--- src/rtl/pic_pkg.sv ---
package pic_pkg;
  localparam int LINES  = 8;
  localparam int IDX_W  = $clog2(LINES);
  localparam int RANK_W = IDX_W + 1;
  localparam int DATA_W = 8;

  typedef logic [LINES-1:0] line_vec_t;
  typedef logic [IDX_W-1:0] line_idx_t;
  typedef logic [RANK_W-1:0] rank_t;

  typedef enum logic [1:0] {
    STEP_IDLE,
    STEP_BASE,
    STEP_TWO,
    STEP_MODE
  } init_step_t;

  typedef struct packed {
    logic read_isr;
    logic poll;
    logic smask;
    logic aeoi;
    logic rot_aeoi;
    logic snest;
    logic need_mode;
  } mode_t;

  localparam logic [2:0] OP_ROT_OFF   = 3'd0;
  localparam logic [2:0] OP_EOI       = 3'd1;
  localparam logic [2:0] OP_NOP       = 3'd2;
  localparam logic [2:0] OP_EOI_LINE  = 3'd3;
  localparam logic [2:0] OP_ROT_ON    = 3'd4;
  localparam logic [2:0] OP_EOI_ROT   = 3'd5;
  localparam logic [2:0] OP_SET_BASE  = 3'd6;
  localparam logic [2:0] OP_EOI_LROT  = 3'd7;

  // rank of the best set bit counted from base b; LINES when vector is empty
  function automatic rank_t find_rank(input line_vec_t v, input line_idx_t b);
    rank_t r;
    r = rank_t'(LINES);
    for (int p = LINES - 1; p >= 0; p--) begin
      if (v[b + line_idx_t'(p)]) r = rank_t'(p);
    end
    return r;
  endfunction
endpackage

--- src/rtl/pic_req_latch.sv ---
module pic_req_latch
  import pic_pkg::*;
(
  input  logic      clk,
  input  logic      rst_n,
  input  line_vec_t lines,
  input  logic      clr_all,
  input  line_vec_t clr_mask,
  output line_vec_t irr
);
  line_vec_t prev_q, irr_d;
  line_vec_t rise;

  assign rise = lines & ~prev_q;

  always_comb begin
    if (clr_all) irr_d = '0;
    else         irr_d = (irr & ~clr_mask) | rise;
  end

  always_ff @(posedge clk or negedge rst_n) begin
    if (!rst_n) begin
      prev_q <= '0;
      irr    <= '0;
    end else begin
      prev_q <= lines;
      irr    <= irr_d;
    end
  end
endmodule

--- src/rtl/pic_prio_resolver.sv ---
module pic_prio_resolver
  import pic_pkg::*;
(
  input  line_vec_t req,
  input  line_idx_t base,
  output rank_t     rank,
  output line_idx_t line
);
  always_comb begin
    rank = find_rank(req, base);
    line = base + rank[IDX_W-1:0];
  end
endmodule

--- src/rtl/pic_cmd_core.sv ---
module pic_cmd_core
  import pic_pkg::*;
#(
  parameter int CASCADE_LINE = 2
) (
  input  logic              clk,
  input  logic              rst_n,
  input  logic [LINES-1:0]  irq_in,
  input  logic              wr_en,
  input  logic              rd_en,
  input  logic              addr,
  input  logic [DATA_W-1:0] wr_data,
  output logic [DATA_W-1:0] rd_data,
  input  logic              ack,
  output logic              int_out,
  output logic [DATA_W-1:0] vector
);
  localparam line_vec_t CASC_BIT = line_vec_t'(1) << CASCADE_LINE;
  localparam int        VB_W     = DATA_W - IDX_W;

  line_vec_t        imr_q, imr_d, isr_q, isr_d, irr;
  line_idx_t        prio_q, prio_d;
  logic [VB_W-1:0]  vbase_q, vbase_d;
  mode_t            mode_q, mode_d;
  init_step_t       step_q, step_d;

  line_vec_t req_vec, blk_vec, clr_mask;
  rank_t     req_rank, eoi_rank, blk_rank;
  line_idx_t req_line, eoi_line, sel_line;
  logic      wr0, wr1, is_init, is_sel, is_op;
  logic      take_ack, poll_rd, poll_hit, eoi_v, upd_en;
  logic [2:0] op;
  logic      aeoi_on, init_idle;

  // ---------------- resolvers ----------------
  assign req_vec = irr & ~imr_q;
  assign blk_vec = isr_q & (mode_q.smask ? ~imr_q : '1)
                         & (mode_q.snest ? ~CASC_BIT : '1);

  pic_prio_resolver u_req (.req(req_vec), .base(prio_q), .rank(req_rank), .line(req_line));
  pic_prio_resolver u_eoi (.req(isr_q),   .base(prio_q), .rank(eoi_rank), .line(eoi_line));

  assign blk_rank = find_rank(blk_vec, prio_q);
  assign eoi_v    = (eoi_rank != rank_t'(LINES));
  assign int_out  = (req_rank != rank_t'(LINES)) && (req_rank < blk_rank);

  // ---------------- decode ----------------
  assign wr0      = wr_en && !addr;
  assign wr1      = wr_en && addr;
  assign is_init  = wr0 && wr_data[4];
  assign is_sel   = wr0 && !wr_data[4] && wr_data[3];
  assign is_op    = wr0 && !wr_data[4] && !wr_data[3];
  assign op       = wr_data[7:5];
  assign sel_line = wr_data[IDX_W-1:0];
  assign take_ack = ack && int_out;
  assign poll_rd  = rd_en && mode_q.poll;
  assign poll_hit = poll_rd && int_out;
  assign upd_en   = wr_en || rd_en || ack;
  assign clr_mask = (take_ack || poll_hit) ? (line_vec_t'(1) << req_line) : '0;

  assign aeoi_on   = mode_q.aeoi;
  assign init_idle = (step_q == STEP_IDLE);

  pic_req_latch u_latch (
    .clk(clk), .rst_n(rst_n), .lines(irq_in),
    .clr_all(is_init), .clr_mask(clr_mask), .irr(irr)
  );

  // ---------------- outputs ----------------
  always_comb begin
    if (mode_q.poll)       rd_data = int_out ? DATA_W'(req_line) : DATA_W'(LINES - 1);
    else if (addr)         rd_data = imr_q;
    else if (mode_q.read_isr) rd_data = isr_q;
    else                   rd_data = irr;
  end

  assign vector = {vbase_q, int_out ? req_line : line_idx_t'(LINES - 1)};

  // ---------------- next state ----------------
  always_comb begin
    imr_d   = imr_q;
    isr_d   = isr_q;
    prio_d  = prio_q;
    vbase_d = vbase_q;
    mode_d  = mode_q;
    step_d  = step_q;

    if (take_ack) begin
      if (mode_q.aeoi) begin
        if (mode_q.rot_aeoi) prio_d = req_line + line_idx_t'(1);
      end else begin
        isr_d[req_line] = 1'b1;
      end
    end
    if (poll_hit) isr_d[req_line] = 1'b0;
    if (poll_rd)  mode_d.poll = 1'b0;

    if (is_init) begin
      imr_d            = '0;
      isr_d            = '0;
      prio_d           = '0;
      vbase_d          = '0;
      mode_d           = '0;
      mode_d.need_mode = wr_data[0];
      step_d           = STEP_BASE;
    end else if (is_sel) begin
      if (wr_data[2]) mode_d.poll = 1'b1;
      if (wr_data[1]) mode_d.read_isr = wr_data[0];
      if (wr_data[6]) mode_d.smask = wr_data[5];
    end else if (is_op) begin
      case (op)
        OP_ROT_OFF, OP_ROT_ON: mode_d.rot_aeoi = op[2];
        OP_EOI, OP_EOI_ROT: begin
          if (eoi_v) begin
            isr_d[eoi_line] = 1'b0;
            if (op == OP_EOI_ROT) prio_d = eoi_line + line_idx_t'(1);
          end
        end
        OP_EOI_LINE: isr_d[sel_line] = 1'b0;
        OP_SET_BASE: prio_d = sel_line + line_idx_t'(1);
        OP_EOI_LROT: begin
          isr_d[sel_line] = 1'b0;
          prio_d          = sel_line + line_idx_t'(1);
        end
        default: ;
      endcase
    end else if (wr1) begin
      case (step_q)
        STEP_IDLE: imr_d = wr_data;
        STEP_BASE: begin
          vbase_d = wr_data[DATA_W-1:IDX_W];
          step_d  = STEP_TWO;
        end
        STEP_TWO: step_d = mode_q.need_mode ? STEP_MODE : STEP_IDLE;
        default: begin
          mode_d.snest = wr_data[4];
          mode_d.aeoi  = wr_data[1];
          step_d       = STEP_IDLE;
        end
      endcase
    end
  end

  // ---------------- registers ----------------
  always_ff @(posedge clk or negedge rst_n) begin
    if (!rst_n) begin
      imr_q   <= '0;
      isr_q   <= '0;
      prio_q  <= '0;
      vbase_q <= '0;
      mode_q  <= '0;
      step_q  <= STEP_IDLE;
    end else if (upd_en) begin
      imr_q   <= imr_d;
      isr_q   <= isr_d;
      prio_q  <= prio_d;
      vbase_q <= vbase_d;
      mode_q  <= mode_d;
      step_q  <= step_d;
    end
  end
endmodule

--- config.mk ---
export PLATFORM = sky130hd
export DESIGN_NAME = pic_cmd_core
export DESIGN_NICKNAME = d
export VERILOG_FILES = /design/src/rtl/pic_pkg.sv /design/src/rtl/pic_req_latch.sv /design/src/rtl/pic_prio_resolver.sv /design/src/rtl/pic_cmd_core.sv
export SDC_FILE = /design/constraint.sdc
export NUM_CORES = 1
export LEC_CHECK = 0
export ABC_AREA = 1
export BUFFER_PORTS_ARGS = -buffer_cell sky130_fd_sc_hd__buf_2
export CORE_MARGIN = 10
export CORE_UTILIZATION = 30
export CTS_BUF_LIST = sky130_fd_sc_hd__clkbuf_4 sky130_fd_sc_hd__clkbuf_8
export DETAILED_ROUTE_END_ITERATION = 8
export PLACE_DENSITY = 0.46
export SYNTH_ARGS = -nofsm -noshare
export SYNTH_HDL_FRONTEND = slang
export SYNTH_HIERARCHICAL = 1
export SYNTH_SLANG_ARGS = --single-unit
--- constraint.sdc ---
create_clock -name clk -period 10.85 [get_ports clk]
set_input_delay 2.7125 -clock clk [delete_from_list [all_inputs] [get_ports clk]]
set_output_delay 2.7125 -clock clk [all_outputs]
set_load 0.01 [all_outputs]
After elaboration in Yosys (flattened, before gate mapping)
Index checks and enable logic that the tools add are counted.

Register bits: 49. Bits in latches: 0. Memory bits (writable): 0. Bits in read-only memories: 0. Input port bits: 22. Output and inout bits: 17. Word-level logic and storage cells: 249. Memories: 0.

Add/sub/neg operators: 12. Multipliers: 0. Divide/modulo/power cells: 0. Order comparisons: 15. Equal/unequal tests: 14. Shift-type cells: 1. Mux-type cells: 135. Bitwise operators: 16. Reductions and logical operators: 42.

Operator list (number): 8-bit two-way mux (18); 4-bit two-way mux (24); 1-bit binary-select mux with 3-bit select (24); 8-bit AND (8); 8-bit NOT (6); 3-bit by 4-bit < comparator with 1-bit output (second input constant) (11); 1-bit two-way mux (39); 3-bit two-way mux (13); 5-bit two-way mux (5); 5-bit AND reduction (4); 8-bit bitwise OR (2); 8-bit one-hot mux with 2 select lines (1); 2-bit nonzero test (8); 1-bit logical AND (13); 3-bit by 1-bit adder with 3-bit output (second input constant) (4); 3-bit adder (second input constant) (4); 3-bit equality test (second input constant) (4); 2-bit two-way mux (5); 1-bit demux with 3-bit select (3); 3-bit by 1-bit >= comparator with 1-bit output (second input constant) (3); 4-bit inequality test (second input constant) (2); 2-bit OR reduction (4); 1-bit by 3-bit left shift with 8-bit output (first input constant) (1); 3-bit by 2-bit adder with 3-bit output (second input constant) (2); 19 further kinds (27).

Longest topological paths before layout
Gate-level depths: netlist of the first run.

Word-level depth: 28. Mapped depth: 29. Mapped depth without buffers: 28.

Cells and area by module
The synthesis of the first run kept the hierarchy.

By module, submodules not included: pic_cmd_core (instances 1, cells an instance 530, area each 3219.3 um^2, sequential area each 825.8 um^2); pic_req_latch (instances 1, cells an instance 57, area each 601.8 um^2, sequential area each 400.4 um^2); pic_prio_resolver (u_req) (instances 1, cells an instance 104, area each 571.8 um^2, sequential area each 0.0 um^2); pic_prio_resolver (u_eoi) (instances 1, cells an instance 104, area each 566.8 um^2, sequential area each 0.0 um^2).

Least setup slack after synthesis of the first run
OpenSTA, ideal clock, no wires.

Kind: register to output. Start: reg prio_q[1]. End: out rd_data[2]. Arrival: 3.734 ns. Required time: 8.137 ns. Slack: 4.404 ns. Stages on the path, launching flop included: 24. Path buffers: 1. Cells stage by stage: dfrtp_1 > inv_1 > ha_1 > inv_1 > nand3_1 > nand2_1 > nand2_1 > nand2_1 > nand2_1 > nand2_1 > nand2_1 > nand2_1 > a21oi_1 > ha_1 > fa_1 > xor2_1 > inv_1 > nand2_2 > nand2_2 > clkbuf_1 > clkinv_1 > nand2_1 > nand2_1 > o21ai_1.

Elaborated cells between the ends (all ways): 61. Those cells by class: add/sub (8); order compare (1); eq/ne (1); mux (50); reduce/logical (1).

RTL lines: from (decl) (RTL line pic_cmd_core.sv:22) `line_idx_t prio_q, prio_d;`; from (signal assigned) (RTL line pic_cmd_core.sv:156) `prio_q <= prio_d;`; 3-bit adder (RTL line pic_pkg.sv:42) `if (v[b + line_idx_t'(p)]) r = rank_t'(p);`; 1-bit binary-select mux with 3-bit select (RTL line pic_pkg.sv:42); 1-bit two-way mux (implied by the code) (RTL line pic_pkg.sv:42); 4-bit two-way mux (7 in series) (RTL line pic_pkg.sv:42); 4-bit two-way mux * (RTL line pic_pkg.sv:42); net req_rank[0] (RTL line pic_cmd_core.sv:28) `rank_t req_rank, eoi_rank, blk_rank;`; 3-bit adder * (RTL line pic_prio_resolver.sv:11) `line = base + rank[IDX_W-1:0];`; net req_line[2] (RTL line pic_cmd_core.sv:29) `line_idx_t req_line, eoi_line, sel_line;`; 3-bit two-way mux * (RTL line pic_cmd_core.sv:71) `if (mode_q.poll) rd_data = int_out ? DATA_W'(req_line) : DATA_W'(LINES - 1);`; 8-bit two-way mux * (RTL line pic_cmd_core.sv:71); to (decl) (RTL line pic_cmd_core.sv:13) `output logic [DATA_W-1:0] rd_data,`.

Mark *: on every way through the listed nets, which the timed path passes. The rest lies on a longest branch. The select of a mux whose other input is x is not followed.

Worst setup path in the final report of the first run
Start: reg prio_q[0]. End: out rd_data[2].

Same word-level chain as after synthesis.

==> results of run 1 <==
==> cell usage after synthesis, types with 2 or more instances <==
library cell,number
a21oi_1,21
a21oi_2,10
a31oi_1,4
a32o_1,2
buf_4,3
buf_6,6
clkbuf_1,9
clkinv_1,2
dfrtp_1,49
fa_1,2
ha_1,23
inv_1,124
inv_2,5
inv_6,2
nand2_1,252
nand2_2,37
nand3_1,83
nand3_2,6
nand4_1,6
nor2_1,46
nor2_4,2
nor2_8,2
nor3_1,13
nor3_2,6
nor4_1,2
o21a_1,3
o21ai_0,46
o21ai_1,6
o22ai_1,6
o41ai_1,2
xnor2_1,5
xor2_1,4
==> critical path, stage by stage, from the launching register on <==
cell	delay, ps
dfrtp_1	790
buf_4	350
inv_6	80
ha_1	380
inv_1	160
nand3_1	100
nand2_1	90
nand2_1	50
nand2_1	120
nand2_1	60
nand2_1	50
nand2_1	50
nand2_1	60
a21oi_1	100
ha_1	210
fa_1	370
xor2_1	190
nand2_1	90
nand2_2	210
clkinv_1	310
nand2_1	200
nand2_1	60
o21ai_1	80
buf_2	140
==> kinds of logic (layout without fill, tap and decap cells) <==
logic type,Yosys count,after routing
and+or+nand+nor,458,458
buffers and inverters,151,183
AOI/OAI and AO/OA,103,103
DFF,49,49
adders and majority gates,25,25
xor gates and xnor gates,9,9
==> sequential cells by signal, summed over array words and instances, names as in the netlist <==
register / cells
aeoi_on: 1
imr_q: 8
isr_q: 8
mode_q: 6
prio_q: 3
step_q: 2
u_latch/irr: 8
u_latch/prev_q: 8
vbase_q: 5
==> through the flow <==
| step | instances | hold WS (ps) |
|---|---|---|
| floorplan | 795 | 453 |
| global placement | 1035 | 470 |
| detailed placement | 1035 | 468 |
| CTS | 1043 | 496 |
| global route | 1043 | 520 |
| finish | 1043 | 491 |
==> routing by layer <==
| layer | up-vias | GRT usage [%] |
|---|---|---|
| li1 | 2578 | - |
| met1 | 2183 | 18.6 |
| met2 | 84 | 21.8 |
| met3 | 8 | 1.94 |
| met4 | 0 | 2.28 |
| met5 | - | 0 |
==> worst max path at each step <==
stage              start  cells past startpoint    endpoint
6_report       prio_q[0]                     23  rd_data[2]
3_3_place_gp   prio_q[0]                     24  rd_data[2]
5_1_grt        prio_q[0]                     23  rd_data[2]
4_1_cts        prio_q[0]                     24  rd_data[2]
2_1_floorplan  prio_q[1]                     23  rd_data[2]
3_5_place_dp   prio_q[0]                     24  rd_data[2]
==> layout make-up <==
| cell class | count | area (um2) | share of cell area [%] |
|---|---|---|---|
| clock buffer | 5 | 68.8 | 1.27 |
| clock inverter | 3 | 28.8 | 0.530 |
| inverter | 133 | 509 | 9.38 |
| multi-input combinational | 595 | 3110 | 57.2 |
| sequential | 49 | 1230 | 22.6 |
| tap | 216 | 270 | 4.98 |
| timing repair buffer | 42 | 220 | 4.06 |
==> power groups by stage <==
stage | clock (W) | sequential [W] | combinational [W]
after floorplan | 0 | 0.000263 | 0.000985
after global placement | 0 | 0.000287 | 0.00131
after detailed placement | 0 | 0.000287 | 0.00130
after CTS | 0.000128 | 0.000283 | 0.00131
after global routing | 0.000134 | 0.000291 | 0.00149
final | 0.000122 | 0.000283 | 0.00129
==> metrics.log, run 1 <==
INFO  metric outcome = completed
INFO  metric core.rowCount = 46
INFO  metric p_seq_share = 16.6%
INFO  metric num_io_pins = 39
INFO  metric worst-endpoint-arrival = 4620 ps
INFO  metric reg_to_reg_setup_timing_slack = 6160 ps
INFO  metric wl_met3 = 440 um
INFO  metric post-synth-top-area-cell = dfrtp_1
INFO  metric worst_case_reg_to_reg_path_depth = 25
INFO  metric internal-power = 0.000688 W
INFO  metric drt_iter0_markers = 237
INFO  metric cts_buffers = 5
INFO  metric route.antenna.remaining_nets = 0
INFO  metric crit_path_start_kind = flop
INFO  metric relSlewSlack = 46.1%
INFO  metric m1WireLength = 7380 um
INFO  metric power_switching = 0.00101 W
INFO  metric die-width = 149 um
INFO  metric clock_sinks = 49
INFO  metric r2r-start = prio_q[0]
INFO  metric final_net_count = 873
INFO  metric worst_hold_path.num_cells = 2
INFO  metric synth_top_cell_area_share = 24.7%
INFO  metric switching_share = 59.5%
INFO  metric slew_viol_final = 0
INFO  metric average_detailed_routed_wire_length_per_instance = 14.0 um
INFO  metric top_layer = met4
INFO  metric floorplan.core_area = 0.0161 mm2
INFO  metric ys.warnings.count = 6
INFO  metric hold_class = reg -> reg
INFO  metric mostFrequentLayoutCells = 252 x nand2_1, 124 x inv_1, 83 x nand3_1
INFO  metric wl_met2 = 6700 um
INFO  metric synth_cell_type_count = 38
INFO  metric critPathCaptureType = output pin
INFO  metric htreeDepth = 2
INFO  metric post_cts_hold_buffer_count = 0
INFO  metric power-per-cell-area = 313 mW/mm2
INFO  metric clock_power_share = 7.2%
INFO  metric grt_start_max_net_pins = 50
INFO  metric register_area_share_after_synthesis = 24.7%
INFO  metric synth.mux.area_fraction = 0%
INFO  metric synthXorXnorAreaFrac = 1.59%
INFO  metric cts.repair.resized = 0
INFO  metric criticalPathCategory = reg -> out
INFO  metric clock.fmax = 136 MHz
INFO  metric initial_utilization = 30.9%
INFO  metric finalHoldViolations = 0
INFO  metric synth_fp_nets = 842
INFO  metric most_used_flip_flop_cell_after_synthesis = dfrtp_1
INFO  metric clk_path_buf_depth = 2
INFO  metric grt_antenna_before_repair = 0
INFO  metric finalWirelength = 14,600 um
INFO  metric vdd.ir_drop.worst = 0.177 mV
INFO  metric cellLeakagePower = 2.89 nW
INFO  metric cts-root-buf = clkbuf_8
INFO  metric clkTransAtPathRegs = 110 ps
INFO  metric n_antenna_cell = 0
INFO  metric layout_commonest_cell = nand2_1
INFO  metric timing.final.setup_violations = 0
INFO  metric fillCellCount = 1,793
INFO  metric finish.utilization = 33.8%
INFO  metric gr-total-overflow = 0
INFO  metric fin_setup_tns = 0 ps
INFO  metric rsz0062_at_grt = false
INFO  metric timing.hold.worst_endpoint = vbase_q[1]
INFO  metric place_area = 0.00533 mm2
INFO  metric globalRouteTotalUtil = 13.4%
INFO  metric beginning_of_the_worst_hold_path = vbase_q[1]
INFO  metric detailedPlacementHpwl = 12,000 um
INFO  metric fin_worst_skew = 15.1 ps
INFO  metric synthesis.instances = 795
INFO  metric synth_area_leaders = dfrtp_1 25%, nand2_1 19%, inv_1 9.4%
INFO  metric grt_pass1_vias = 4,743
INFO  metric layout_worst_path_cycle_share = 67.6%
INFO  metric postLayoutSetupSlackWorst = 3510 ps
INFO  metric synthesis.area = 0.00496 mm2
INFO  metric die_area = 0.0221 mm2
INFO  metric critical_path.max_fanout = 19
INFO  metric synth_simple_gate_area_share = 42.1%
INFO  metric design_power_total = 0.00170 W
INFO  metric drive_above_1_share = 15.1%
INFO  metric layout_min_cycle_time = 7340 ps
INFO  metric synth_fa_ha_area_share = 6.61%
INFO  metric fp.dieH = 149 um
INFO  metric area.growth.synth_to_final = 9.46%
INFO  metric drc = 0
INFO  metric worst_path_required_time = 8140 ps
INFO  metric number_of_setup_buffers_added_after_cts = 0
INFO  metric drv.max_cap_violation_count = 0
INFO  metric avgViaCountPerCell = 4.65
INFO  metric combPwrFrac = 76.2%
INFO  metric asyncSetResetFlopFracSynth = 100%
INFO  metric edff_count_synth = 0
INFO  metric synth.ff_latch_count = 49
INFO  metric port-buffer-count = 38
INFO  metric detailroute.via_count = 4,853
INFO  metric tightest_slew = 804 ps
INFO  metric critical_path.reg2reg.endpoint = prio_q[2]
INFO  metric post_synthesis_compound_gate_area_fraction = 12.2%
INFO  metric insertion_delay = 320 ps
INFO  metric tritoncts = done
INFO  metric pre_cts_ws = 3860 ps
INFO  metric drt_first_pass_iters = 5
INFO  metric global_placement_routability_congestion = 0.837
INFO  metric design_area = 0.00543 mm2
INFO  metric synth_top_family_by_area = simple AND/OR/NAND/NOR gates
INFO  metric grt_first_pass_wirelength = 24,300 um
INFO  metric average_size_of_a_mapped_cell = 6.24 um2
No activity file was read; power rests on OpenSTA's default activity.
==> inputs of run 2 (changes only) <==
- PLACE_DENSITY: 0.46 -> 0.47
- clock period: 10.85 -> 6.7 ns (I/O delays scaled with it)
==> run 2 against run 1 <==
Compared with the run above:
- clock power rose by 61%
- worst hold slack improved by 5.7 ps
- cell count is the same
- count of clock-buffer cells in the layout unchanged
- sequential power increased by 61%
- sequential share of layout area is the same
- combinational power is 63% higher
- total power grew 62%
- global-route usage up 0.12 points
- worst setup slack lost 2700 ps
- non-clock buffer count did not move
- first-iteration DRC count down 6.8%
==> metrics.log, run 2 (synthesis gave the netlist of run 1 again) <==
INFO  metric port-buffer-count = 38 (unchanged)
INFO  metric relSlewSlack = 44.1% (-2.0 points)
INFO  metric timing.final.setup_violations = 0 (unchanged)
INFO  metric floorplan.core_area = 0.0161 mm2 (unchanged)
INFO  metric worst_hold_path.num_cells = 2 (unchanged)
INFO  metric final_net_count = 873 (unchanged)
INFO  metric htreeDepth = 2 (unchanged)
INFO  metric tritoncts = done
INFO  metric die-width = 149 um (unchanged)
INFO  metric mostFrequentLayoutCells = 252 x nand2_1, 124 x inv_1, 83 x nand3_1
INFO  metric globalRouteTotalUtil = 13.6% (+0.12 points)
INFO  metric num_io_pins = 39 (unchanged)
INFO  metric die_area = 0.0221 mm2 (unchanged)
INFO  metric clk_path_buf_depth = 2 (unchanged)
INFO  metric rsz0062_at_grt = false
INFO  metric reg_to_reg_setup_timing_slack = 2400 ps (-3760 ps)
INFO  metric cts-root-buf = clkbuf_8
INFO  metric n_antenna_cell = 0 (unchanged)
INFO  metric finalHoldViolations = 0 (unchanged)
INFO  metric criticalPathCategory = reg -> out
INFO  metric grt_first_pass_wirelength = 24,600 um (+0.94%)
INFO  metric place_area = 0.00533 mm2 (unchanged)
INFO  metric groute.layer.met1.usage = 18.9% (+0.30 points)
INFO  metric finalWirelength = 14,700 um (+0.28%)
INFO  metric grt_start_max_net_pins = 50 (unchanged)
INFO  metric core.rowCount = 46 (unchanged)
INFO  metric cts_buffers = 5 (unchanged)
INFO  metric fp.dieH = 149 um (unchanged)
INFO  metric drt_first_pass_iters = 4 (-1)
INFO  metric cts.repair.resized = 0 (unchanged)
INFO  metric design_area = 0.00543 mm2 (unchanged)
INFO  metric grt_met3_usage = 1.58% (-0.36 points)
INFO  metric initial_utilization = 30.9% (unchanged)
INFO  metric layout_min_cycle_time = 5860 ps
INFO  metric drive_above_1_share = 15.1% (unchanged)
INFO  metric cpMaxStageDelayCell = dfrtp_1
INFO  metric area.growth.synth_to_final = 9.46% (unchanged)
INFO  metric drt_iter0_markers = 221 (-6.8%)
INFO  metric average_detailed_routed_wire_length_per_instance = 14.1 um (+0.28%)
INFO  metric hold_class = reg -> reg
INFO  metric fin_worst_skew = 5.83 ps (-9.23 ps)
INFO  metric worst_case_reg_to_reg_path_depth = 25 (unchanged)
INFO  metric top_family_by_delay_on_critical_path = simple AND/OR/NAND/NOR gates
INFO  metric gr-usage-met2 = 21.9% (+0.089 points)
INFO  metric avgViaCountPerCell = 4.61 (-0.95%)
INFO  metric clock_sinks = 49 (unchanged)
INFO  metric route.antenna.remaining_nets = 0 (unchanged)
INFO  metric global_placement_routability_congestion = 0.865 (+3.4%)
INFO  metric busiest_layer = met2
INFO  metric layout_worst_path_cycle_share = 87.4%
INFO  metric critical_path.max_stage_delay = 630 ps (-160 ps)
INFO  metric cp_num_cells = 23 (unchanged)
INFO  metric clock.fmax = 171 MHz
INFO  metric drv.max_cap_violation_count = 0 (unchanged)
INFO  metric detailroute.via_count = 4,807 (-0.95%)
INFO  metric drc = 0 (unchanged)
INFO  metric worst-endpoint-arrival = 4180 ps (-440 ps)
INFO  metric layout_commonest_cell = nand2_1
INFO  metric critPathCaptureType = output pin
INFO  metric cpMostUsedCell = nand2_1
INFO  metric power-per-cell-area = 508 mW/mm2 (+62%)
INFO  metric vdd.ir_drop.worst = 0.333 mV (+89%)
INFO  metric critPathBufInv = 5 (unchanged)
INFO  metric fin_setup_tns = 0 ps (unchanged)
INFO  metric outcome = completed
INFO  metric detailedPlacementHpwl = 12,000 um (+0.12%)
INFO  metric crit_path_start_kind = flop
INFO  metric post_cts_hold_buffer_count = 0 (unchanged)
INFO  metric crit_chain = inv_1 > ha_1 > inv_1 > nand3_1 > nand2_1 > nand2_1 > nand2_1 > nand2_1 > nand2_1 > nand2_1 > nand2_1 > a21oi_1 > ha_1 > fa_1 > xor2_1 > inv_1 > nand2_2 > nand2_2 > clkinv_1 > nand2_1 > nand2_1 > o21ai_1 > buf_2
INFO  metric grt_antenna_before_repair = 0 (unchanged)
INFO  metric clkTransAtPathRegs = 110 ps (about the same)
INFO  metric worst_path_required_time = 5030 ps (-3110 ps)
INFO  metric grt_pass1_vias = 4,752 (+0.19%)
INFO  metric tightest_slew = 834 ps (+30.2 ps)
INFO  metric gr-total-overflow = 0 (unchanged)
INFO  metric critical_path.max_fanout = 13 (-6)
INFO  metric insertion_delay = 320 ps (about the same)
INFO  metric fin_cells = 1,043 (unchanged)
INFO  metric placed_cells = 1,035 (unchanged)
INFO  metric cellLeakagePower = 2.89 nW (unchanged)
INFO  metric slew_viol_final = 0 (unchanged)
INFO  metric whs = 496 ps (+5.69 ps)
INFO  metric number_of_setup_buffers_added_after_cts = 0 (unchanged)
-- run 2: report_power, final --
| part | internal [W] | switching [W] |
|---|---|---|
| sequential | 0.000361 | 0.0000961 |
| combinational | 0.000675 | 0.00143 |
| clock | 0.0000784 | 0.000117 |
| total | 0.00111 | 0.00164 |
-- run 2: cell type report --
cell class,count,area [um2]
tap,216,270
sequential,49,1230
clock inverter,3,28.8
clock buffer,5,68.8
fill,1775,10600
timing repair buffer,42,220
inverter,133,509
multi-input combinational,595,3110
-- run 2: layer usage --
| metal | up-vias | part of all wire [%] |
|---|---|---|
| met1 | 2133 | 51 |
| met4 | 0 | 1.2 |
| met5 | - | 0 |
| met3 | 13 | 2.8 |
| li1 | 2580 | - |
| met2 | 81 | 45 |
-- run 2: through the flow --
stage	utilization (%)	total power, W	worst slack (ps)
2_1_floorplan	-	0.00202	1290
3_3_place_gp	33.2	0.00258	1250
3_5_place_dp	33.2	0.00257	1190
4_1_cts	33.8	0.00278	826
5_1_grt	33.8	0.00308	367
6_report	33.8	0.00276	843
-- run 2: path summary, 6_finish.rpt --
check,from,end
setup / recovery,prio_q[1],rd_data[2]
hold / removal,vbase_q[3],vbase_q[3]
setup reg to reg,prio_q[0],isr_q[6]
hold reg to reg,vbase_q[3],vbase_q[3]
max in group asynchronous,rst_n,u_latch/prev_q[7]
min in group asynchronous,rst_n,prio_q[2]
-- run 2: worst reg2reg max path, delay by kind of cell (launching register included) --
| family | cells | cell delay (ps) |
|---|---|---|
| and+or+nand+nor | 13 | 1000 |
| xor gates and xnor gates | 1 | 180 |
| adders and majority gates | 3 | 950 |
| AOI/OAI and AO/OA | 3 | 660 |
| buffers and inverters | 5 | 760 |
| DFF | 1 | 670 |
==> inputs of run 3 (changes only) <==
- ABC_AREA: 1 -> 0
==> run 3 against run 2 <==
Compared with the run above:
- area after synthesis increased by 1.9%
- clock skew rose by 9.1 ps
- cell count is 22% lower
- sequential share of layout area is 0.47 points lower
- critical path type unchanged
- critical endpoint unchanged
- largest cell class unchanged
==> metrics.log, run 3 <==
INFO  metric outcome = completed
INFO  metric edff_count_synth = 0 (unchanged)
INFO  metric ys.warnings.count = 6 (unchanged)
INFO  metric critical_path.reg2reg.endpoint = isr_q[7]
INFO  metric postLayoutSetupSlackWorst = 448 ps (-395 ps)
INFO  metric pre_cts_ws = 590 ps (-598 ps)
INFO  metric synth.mux.area_fraction = 14.0% (+14 points)
INFO  metric r2r-start = prio_q[0]
INFO  metric num_io_pins = 39 (unchanged)
INFO  metric insertion_delay = 320 ps (about the same)
INFO  metric fin_worst_skew = 14.9 ps (+9.07 ps)
INFO  metric layout_commonest_cell = dfrtp_1
INFO  metric final_net_count = 642 (-26%)
INFO  metric area.growth.synth_to_final = 9.90%
INFO  metric floorplan.core_area = 0.0165 mm2 (+2.9%)
INFO  metric clk_path_buf_depth = 2 (unchanged)
INFO  metric asyncSetResetFlopFracSynth = 100% (unchanged)
INFO  metric n_antenna_cell = 0 (unchanged)
INFO  metric globalRouteTotalUtil = 13.7% (+0.16 points)
INFO  metric finalHoldViolations = 0 (unchanged)
INFO  metric post_cts_hold_buffer_count = 0 (unchanged)
INFO  metric crit_path_start_kind = flop
INFO  metric synthTopCellsByCount = 49 x dfrtp_1, 46 x nand2_1, 31 x nand3_1
INFO  metric most_used_flip_flop_cell_after_synthesis = dfrtp_1
INFO  metric mostFrequentLayoutCells = 47 x dfrtp_1, 46 x nand2_1, 38 x buf_2
INFO  metric cts-root-buf = clkbuf_8
INFO  metric synth_top_cell_area_share = 24.3% (-0.47 points)
INFO  metric critical_path.max_fanout = 14 (+1)
INFO  metric initial_utilization = 30.6% (-0.30 points)
INFO  metric clock_sinks = 49 (unchanged)
INFO  metric grt_start_max_net_pins = 50 (unchanged)
INFO  metric clkTransAtPathRegs = 100 ps (about the same)
INFO  metric tightest_slew = 846 ps (+12.3 ps)
INFO  metric critPathCaptureType = output pin
INFO  metric drc = 0 (unchanged)
INFO  metric worst_case_reg_to_reg_path_depth = 16 (-36%)
INFO  metric synthXorXnorAreaFrac = 2.43% (+0.84 points)
INFO  metric reg_to_reg_setup_timing_slack = 1680 ps (-720 ps)
INFO  metric port-buffer-count = 38 (unchanged)
INFO  metric slew_viol_final = 0 (unchanged)
INFO  metric average_size_of_a_mapped_cell = 8.82 um2 (+41%)
INFO  metric grt_antenna_before_repair = 0 (unchanged)
INFO  metric clock.fmax = 160 MHz (-6.3%)
INFO  metric global_placement_routability_congestion = 0.857 (-1.0%)
INFO  metric grt_pass1_vias = 4,429 (-6.8%)
INFO  metric relSlewSlack = 43.6% (-0.52 points)
INFO  metric synth_top_family_by_area = simple AND/OR/NAND/NOR gates
INFO  metric number_of_setup_buffers_added_after_cts = 0 (unchanged)
INFO  metric drive_above_1_share = 17.6% (+2.5 points)
INFO  metric fp.dieH = 150 um (+0.82%)
INFO  metric timing.hold.worst_endpoint = u_latch/irr[0]
INFO  metric synth.ff_latch_count = 49 (unchanged)
INFO  metric synth_fp_nets = 620 (-26%)
INFO  metric avgViaCountPerCell = 5.51 (+20%)
INFO  metric drt_first_pass_iters = 5 (+1)
INFO  metric rsz0062_at_grt = false
INFO  metric core.rowCount = 47 (+2.2%)
INFO  metric synth_simple_gate_area_share = 25.5% (-17 points)
INFO  metric register_area_share_after_synthesis = 24.3% (-0.47 points)
INFO  metric synthesis.area = 0.00505 mm2 (+1.9%)
INFO  metric synthMostInstantiatedCell = dfrtp_1
INFO  metric gr-total-overflow = 0 (unchanged)
INFO  metric worst-endpoint-arrival = 4580 ps (+400 ps)
INFO  metric detailroute.via_count = 4,497 (-6.4%)
INFO  metric beginning_of_the_worst_hold_path = u_latch/prev_q[0]
INFO  metric htreeDepth = 2 (unchanged)
INFO  metric synth_cell_type_count = 72 (+89%)
INFO  metric synthesis.instances = 573 (-28%)
INFO  metric synth_fa_ha_area_share = 6.49% (-0.12 points)
INFO  metric hold_class = reg -> reg
INFO  metric cts.repair.resized = 0 (unchanged)
INFO  metric die_area = 0.0224 mm2 (+1.7%)
INFO  metric detailedPlacementHpwl = 11,700 um (-2.7%)
INFO  metric finalWirelength = 15,300 um (+4.6%)
INFO  metric fillCellCount = 1,713 (-3.5%)
INFO  metric layout_worst_path_cycle_share = 93.3% (+5.9 points)
INFO  metric cts_buffers = 5 (unchanged)
INFO  metric fin_setup_tns = 0 ps (unchanged)
INFO  metric worst_path_required_time = 5030 ps (about the same)
INFO  metric synth_area_leaders = dfrtp_1 24%, mux4_1 6.2%, ha_1 5.7%
INFO  metric layout_min_cycle_time = 6250 ps (+395 ps)
INFO  metric drt_iter0_markers = 277 (+25%)
INFO  metric post_synthesis_compound_gate_area_fraction = 21.8% (+9.5 points)
INFO  metric post-synth-top-area-cell = dfrtp_1
INFO  metric criticalPathCategory = reg -> out
INFO  metric worst_hold_path.num_cells = 2 (unchanged)
INFO  metric route.antenna.remaining_nets = 0 (unchanged)
INFO  metric drv.max_cap_violation_count = 0 (unchanged)
INFO  metric tritoncts = done
INFO  metric die-width = 150 um (+0.82%)
INFO  metric grt_first_pass_wirelength = 25,000 um (+1.7%)
INFO  metric average_detailed_routed_wire_length_per_instance = 18.8 um (+34%)
INFO  metric timing.final.setup_violations = 0 (unchanged)
run 3: changes by cell type in the layout (fill, tap and decap cells not counted), sizes merged, moves of 13 or more:
cell / change
nand2b: +31
o21ai: -22
nand3: -58
a211oi: +13
nand2: -244
nor2: -25
inv: -103
mux2i: +16
nor2b: +24
mux4: +18
run 3: worst max-delay path by stage:
stage	from	endpoint	slack [ps]
floorplan	prio_q[1]	vector[0]	910
global placement	prio_q[0]	rd_data[2]	650
detailed placement	prio_q[0]	rd_data[2]	590
CTS	prio_q[0]	rd_data[2]	190
global route	prio_q[0]	rd_data[2]	40
finish	prio_q[0]	rd_data[2]	450
run 3: cells by family after synthesis:
kind of cell / count (synthesis)
simple gates: 229
compound gates: 152
buf+inv: 62
flops: 49
mux: 42
fa+ha+maj: 25
xor+xnor: 14
run 3: stage by stage:
step	instances	utilization, %	hold WS, ps	area [um2]
3_3_place_gp	808	32.8	494	5420
3_5_place_dp	808	32.8	498	5420
4_1_cts	816	33.6	509	5550
2_1_floorplan	573	-	481	5050
5_1_grt	816	33.6	544	5560
6_report	816	33.6	506	5560
run 3: final cells by class:
type	count	area, um2	area share (%)
Clock buffer	6	82.6	1.49
Clock inverter	2	41.3	0.743
Inverter	30	113	2.03
Multi-Input combinational cell	462	3560	64.0
Sequential cell	49	1230	22.1
Tap cell	220	275	4.95
Timing Repair Buffer	47	258	4.64
run 3: routing by layer:
metal  wire length (um)  track usage (%)
met4                146             2.24
met1               7450             19.0
met2               7240             22.5
met3                516             1.78
met5                  0                0
run 3: critical path, stage by stage (launching register included):
cell,delay [ps]
dfrtp_2,570
inv_2,170
ha_1,400
inv_1,120
mux4_1,320
mux2_2,290
nor2_1,130
and3_1,190
nand2_1,60
ha_1,300
nand2_1,70
or3b_2,430
o22ai_1,160
nor2b_1,330
a211o_1,340
o21ai_0,110
o21ai_0,100
buf_2,160
Power of run 3 is not shown: default switching activity piles up to over one toggle a cycle in this logic, so the estimate is an artifact.
